`config.mk`:
```
export PLATFORM = sky130hd
export DESIGN_NAME = rolling_hash_acc
export DESIGN_NICKNAME = d
export VERILOG_FILES = /design/src/rtl/rha_pkg.sv /design/src/rtl/rha_cmd_gate.sv /design/src/rtl/rha_rot_acc.sv /design/src/rtl/rha_sign_port.sv /design/src/rtl/rolling_hash_acc.sv
export SDC_FILE = /design/constraint.sdc
export NUM_CORES = 1
export LEC_CHECK = 0
export BUFFER_PORTS_ARGS = -buffer_cell sky130_fd_sc_hd__buf_2
export CORE_ASPECT_RATIO = 1.2
export CORE_MARGIN = 2
export CORE_UTILIZATION = 30
export CTS_CLUSTER_SIZE = 24
export DETAILED_ROUTE_END_ITERATION = 16
export GPL_ROUTABILITY_DRIVEN = 0
export MAX_ROUTING_LAYER = met4
export PLACE_DENSITY = 0.51
export SYNTH_ARGS = -nofsm -noshare
export SYNTH_HDL_FRONTEND = slang
export SYNTH_SLANG_ARGS = --single-unit
```
`constraint.sdc`:
```
create_clock -name clk -period 1.7 [get_ports clk]
set_input_delay 0.17 -clock clk [delete_from_list [all_inputs] [get_ports clk]]
set_output_delay 0.17 -clock clk [all_outputs]
set_load 0.03 [all_outputs]
```
`src/rtl/rha_pkg.sv`:
```
package rha_pkg;
  localparam int BYTE_W    = 8;
  localparam int SUM_BYTES = 4;

  typedef enum logic {
    GATE_WAIT_IDLE = 1'b0,
    GATE_ARMED     = 1'b1
  } gate_state_t;

  localparam logic [1:0] CMD_NONE = 2'b00;
  localparam logic [1:0] CMD_CHAR = 2'b01;
  localparam logic [1:0] CMD_SIGN = 2'b10;
endpackage

```
`src/rtl/rha_cmd_gate.sv`:
```
module rha_cmd_gate
  import rha_pkg::*;
(
  input  logic clk,
  input  logic rst,
  input  logic cmd_char,
  input  logic cmd_sign,
  input  logic busy,
  output logic go_char,
  output logic go_sign
);
  gate_state_t state_q;
  logic [1:0]  cmd;

  assign cmd = {cmd_sign, cmd_char};

  always_ff @(posedge clk) begin
    if (rst) begin
      state_q <= GATE_WAIT_IDLE;
    end else begin
      case (state_q)
        GATE_WAIT_IDLE: if (cmd == CMD_NONE) state_q <= GATE_ARMED;
        GATE_ARMED:     if (cmd != CMD_NONE) state_q <= GATE_WAIT_IDLE;
        default:        state_q <= GATE_WAIT_IDLE;
      endcase
    end
  end

  // Value 3 (both bits) matches neither code and is dropped.
  assign go_char = (state_q == GATE_ARMED) && (cmd == CMD_CHAR);
  assign go_sign = (state_q == GATE_ARMED) && (cmd == CMD_SIGN) && !busy;

  // an accepted command cannot be accepted again on the next edge
  p_single_shot_r4: assert property (@(posedge clk) disable iff (rst)
    (go_char || go_sign) |=> !(go_char || go_sign));
endmodule

```
`src/rtl/rha_rot_acc.sv`:
```
module rha_rot_acc #(
  parameter int BW = 8,
  parameter int NB = 4
) (
  input  logic            clk,
  input  logic            rst,
  input  logic            go_char,
  input  logic            go_sign,
  input  logic [BW-1:0]   char_in,
  output logic [NB*BW-1:0] sum_flat
);
  logic [NB-1:0][BW-1:0] sum_q;
  logic [NB-1:0][BW-1:0] sum_step;

  genvar i;
  generate
    for (i = 0; i < NB - 1; i++) begin : g_shift
      assign sum_step[i] = sum_q[i+1];
    end
  endgenerate

  // carry out of the byte add is dropped by width truncation
  assign sum_step[NB-1] = sum_q[0] + char_in;

  always_ff @(posedge clk) begin
    if (rst || go_sign) begin
      sum_q <= '0;
    end else if (go_char) begin
      sum_q <= sum_step;
    end
  end

  assign sum_flat = sum_q;

  // summary is zero after an accepted sign request
  p_clear_after_sign_r6: assert property (@(posedge clk) disable iff (rst)
    go_sign |=> (sum_q == '0));
  // the lower bytes take the old upper bytes after a character
  p_rotate_r3: assert property (@(posedge clk) disable iff (rst)
    go_char |=> (sum_q[0] == $past(sum_q[1])));
endmodule

```
`src/rtl/rha_sign_port.sv`:
```
module rha_sign_port #(
  parameter int W = 32
) (
  input  logic         clk,
  input  logic         rst,
  input  logic         go_sign,
  input  logic         engine_done,
  input  logic [W-1:0] sum_flat,
  output logic [W-1:0] out_q,
  output logic         start_q,
  output logic         done_q
);
  always_ff @(posedge clk) begin
    if (rst) begin
      out_q   <= '0;
      start_q <= 1'b0;
      done_q  <= 1'b1;
    end else begin
      start_q <= go_sign;
      if (go_sign) begin
        out_q  <= sum_flat;
        done_q <= 1'b0;
      end else if (engine_done && !done_q) begin
        done_q <= 1'b1;
      end
    end
  end

  // the start pulse lasts exactly one cycle
  p_start_one_cycle_r6: assert property (@(posedge clk) disable iff (rst)
    start_q |=> !start_q);
  // done is low while start is high
  p_start_lowers_done_r7: assert property (@(posedge clk) disable iff (rst)
    start_q |-> !done_q);
  // done only rises after the engine reports completion
  p_done_rise_r7: assert property (@(posedge clk) disable iff (rst)
    $rose(done_q) |-> $past(engine_done));
  // the output register moves only together with a start pulse
  p_out_hold_r8: assert property (@(posedge clk) disable iff (rst)
    !start_q |-> $stable(out_q));
endmodule

```
`src/rtl/rolling_hash_acc.sv`:
```
module rolling_hash_acc
  import rha_pkg::*;
#(
  parameter int BW = BYTE_W,
  parameter int NB = SUM_BYTES
) (
  input  logic            clk,
  input  logic            rst,
  input  logic [BW-1:0]   char_in,
  input  logic            cmd_char,
  input  logic            cmd_sign,
  input  logic            engine_done,
  output logic [NB*BW-1:0] summary_out,
  output logic            eng_start,
  output logic            done
);
  localparam int SW = NB * BW;

  logic          go_char;
  logic          go_sign;
  logic [SW-1:0] sum_flat;

  rha_cmd_gate u_gate (
    .clk      (clk),
    .rst      (rst),
    .cmd_char (cmd_char),
    .cmd_sign (cmd_sign),
    .busy     (!done),
    .go_char  (go_char),
    .go_sign  (go_sign)
  );

  rha_rot_acc #(.BW(BW), .NB(NB)) u_acc (
    .clk      (clk),
    .rst      (rst),
    .go_char  (go_char),
    .go_sign  (go_sign),
    .char_in  (char_in),
    .sum_flat (sum_flat)
  );

  rha_sign_port #(.W(SW)) u_port (
    .clk         (clk),
    .rst         (rst),
    .go_sign     (go_sign),
    .engine_done (engine_done),
    .sum_flat    (sum_flat),
    .out_q       (summary_out),
    .start_q     (eng_start),
    .done_q      (done)
  );

  // a command with both bits set never starts a signature
  p_both_ignored_r5: assert property (@(posedge clk) disable iff (rst)
    (cmd_char && cmd_sign) |=> !eng_start);
  // no start while a signature is pending
  p_busy_no_start_r9: assert property (@(posedge clk) disable iff (rst)
    (!done && !eng_start) |=> !eng_start);
endmodule

```
==> summary.md <==
| Metric | Value |
|---|---|
| Placed cell area | `between 3000 and 4000 µm²` |
| Initial detailed-routing violation count | `106` |
| Pin count of the biggest net entering global routing | `35` |
| Asr flop ratio synth | `0` |
| Worst setup SP type | `flop` |
| Max IR drop VDD | `326 µV` |
| Final Hold Slack | `0.0422 ns` |
| Cell taking the most area after synthesis | `dfxtp_1` |
| Main flop type after synthesis | `dfxtp_1` |
| Max frequency | `562 MHz` |
| Setup_tns | `-0.0790 ns` |
| Core Box Area | `around 8600 µm²` |
| Worst setup path category | `flop to flop` |
| Fill cells | `around 960` |
| Synth top cells by count | `nand2_1, dfxtp_1, a21oi_1, buf_2` |
| Post-route clock period utilization | `1.05` |
| Max Cap Viol | `0` |
| Std cell rows | `37` |
| Rel. slew slack | `0.775` |
| Share of cells above drive strength 1 | `0.224` |
| Initial antenna violation count | `0` |
| Drt pass-1 iters | `6` |
| H-tree depth | `3` |
| Lkg Pwr | `1.26 nW` |
| DRC errors left | `0` |
| Clock skew | `between 0.008 and 0.009 ns` |
| N_diodes | `0` |
| CTS hold repair buffers | `0` |
| CTS Root Cell | `clkbuf_8` |
| CTS buffer count | `9` |
| Post-route cell area | `between 3000 and 4000 µm²` |
| Initial core utilization | `0.307` |
| Total vias in the final route | `roughly 2300` |
| Final Setup Violations | `1` |
| CP arrival | `2.05 ns` |
| Setup ws final | `-0.0790 ns` |
| PD cells | `approximately 910 nW/µm²` |
| Number of global-route vias before repair | `2161` |
| Layout area overhead | `23.7%` |
| Vias per inst | `4.56` |
| Final core occ | `0.380` |
| Distinct cells, synth | `37` |
| Port bufs | `46` |
| Ports | `47` |
| Chip Width | `89.5 µm` |
| Worst-path fanout max | `2` |
| Top post-synthesis cells by area | `dfxtp_1, nand2_1, a21oi_1` |
| Hold Crit Class | `input port to flop` |
| EDFF count, synth | `0` |
| Final Critical Period | `approximately 1.8 ns` |
| Worst slew pin tran | `~0.33 ns` |
| CTS sink count | `67` |
| Avg Cell Area, Syn | `8.04 µm²` |
| Die area | `9530 µm²` |
| Outcome | `finished, violations left` |
| CP Capture Type | `flop` |
| Mapped cell area | `~2600 µm²` |
| Hold Fails Final Rpt | `0` |
| CTS tree | `done` |
| Total global routing overflow | `0` |
| Mapped Cells | `between 300 and 400` |
| Post-Route WL | `between 6000 and 7000 µm` |
| YS warnings | `0` |
| Most numerous cell in the Yosys netlist | `nand2_1` |
| Total global-route track usage | `0.150` |
| WL/cell | `approximately 13 µm` |
| Layout Nets | `400` |
| CTS clk-pin slew, worst paths | `0.07 ns` |
| Worst EP required | `just under 2 ns` |
| Syn_nets | `348` |
| Clk Latency, worst-skew pair | `0.35 ns` |
| Violations in the final reports | `negative setup slack` |
| Die Ht | `~110 µm` |
| Max Root-Sink Buffers | `2` |
| First-pass GRT wire length | `10500 µm` |
| Fin. max-slew vios | `0` |
| Synth Register Bits | `67` |
| Unrepaired setup endpoints after global routing | `yes` |
| HPWL Detailed | `4670 µm` |
| Post-synth top area share | `0.510` |
| Final ANT Viol Nets | `0` |
| Sequential-to-total area share from yosys stat | `0.510` |
==> routing by layer <==
layer / share of wire / track usage
met1: 0.47 / 0.189
met2: 0.49 / 0.228
met3: 0.029 / 0.0233
met4: 0.018 / 0.0832
met5: 0 / -
==> state kept, by name, summed over array words and instances (netlist names) <==
name	count
u_port.start_q	1
u_port.out_q	32
u_acc.sum_flat	32
u_port.done_q	1
u_gate.state_q	1
==> final timing paths <==
path	start	to	slack, ns	cells after the start
max	u_acc.sum_flat[0]	u_acc.sum_flat[28]	-0.08	8
min	cmd_sign	u_gate.state_q	0.04	2
max reg2reg	u_acc.sum_flat[0]	u_acc.sum_flat[28]	-0.08	8
min reg2reg	u_port.out_q[17]	u_port.out_q[17]	0.45	2
==> final cells by class <==
cell class,count,area (µm²),share of cell area
Clock buffer,15,186,0.0573
Multi-Input combinational cell,235,1200,0.368
Timing Repair Buffer,62,363,0.111
Inverter,4,15.0,0.00461
Sequential cell,67,1340,0.413
Tap cell,117,146,0.0450
Clock inverter,1,5.00,0.00154
==> per-stage QoR <==
stage | setup WS [ns] | instances | power (mW)
after global routing | -0.161 | 501 | 3.08
final | -0.0790 | 501 | 2.97
after CTS | -0.0838 | 500 | 3.01
after global placement | -0.0274 | 484 | 1.73
after detailed placement | -0.0520 | 484 | 1.73
after floorplan | -0.00782 | 327 | 1.68
==> logic make-up (layout without fill, tap and decap cells) <==
group,after synthesis,after routing,synth area share
and+or+nand+nor,145,145,0.229
AOI/OAI and AO/OA,77,77,0.158
DFF,67,67,0.510
buffers and inverters,25,82,0.0438
adders and majority gates,8,8,0.0409
xor gates and xnor gates,3,3,0.00999
muxes,2,2,0.00761
==> cells in the final DEF (no fill, tap or decap), types with 2 or more instances in the layout <==
cell type and count:
ha_1 6, nand2_1 120, buf_2 46, nand3_1 2, mux2i_1 2, o21ai_0 5, buf_4 15, nor2_1 6
clkbuf_8 13, clkbuf_1 2, dfxtp_1 66, nor3_1 5, xnor2_1 3, a21oi_1 60, inv_1 3, a31oi_1 2
==> repair_timing <==
| item | 4_1_cts | 5_1_grt |
|---|---|---|
| buffers inserted | 0 | 1 |
| gates resized for setup | 0 | 3 |
| endpoints found under the setup margin | 1 | 4 |
| pin swaps | 0 | 1 |
==> critical path: stages (launching register included) <==
cell and delay (ns):
dfxtp_2 0.35, ha_4 0.14, inv_2 0.03, fa_2 0.33, and2b_1 0.21, o21ai_2 0.06
nor2b_1 0.14, or3_1 0.31, a31oi_1 0.14
==> where the power goes <==
| group | leakage [nW] | switching, mW | internal, mW |
|---|---|---|---|
| Sequential | 0.540 | 0.00422 | 1.57 |
| Clock | 0.0997 | 0.587 | 0.689 |
| Combinational | 0.623 | 0.0734 | 0.0383 |
No activity file was read; power rests on OpenSTA's default activity.
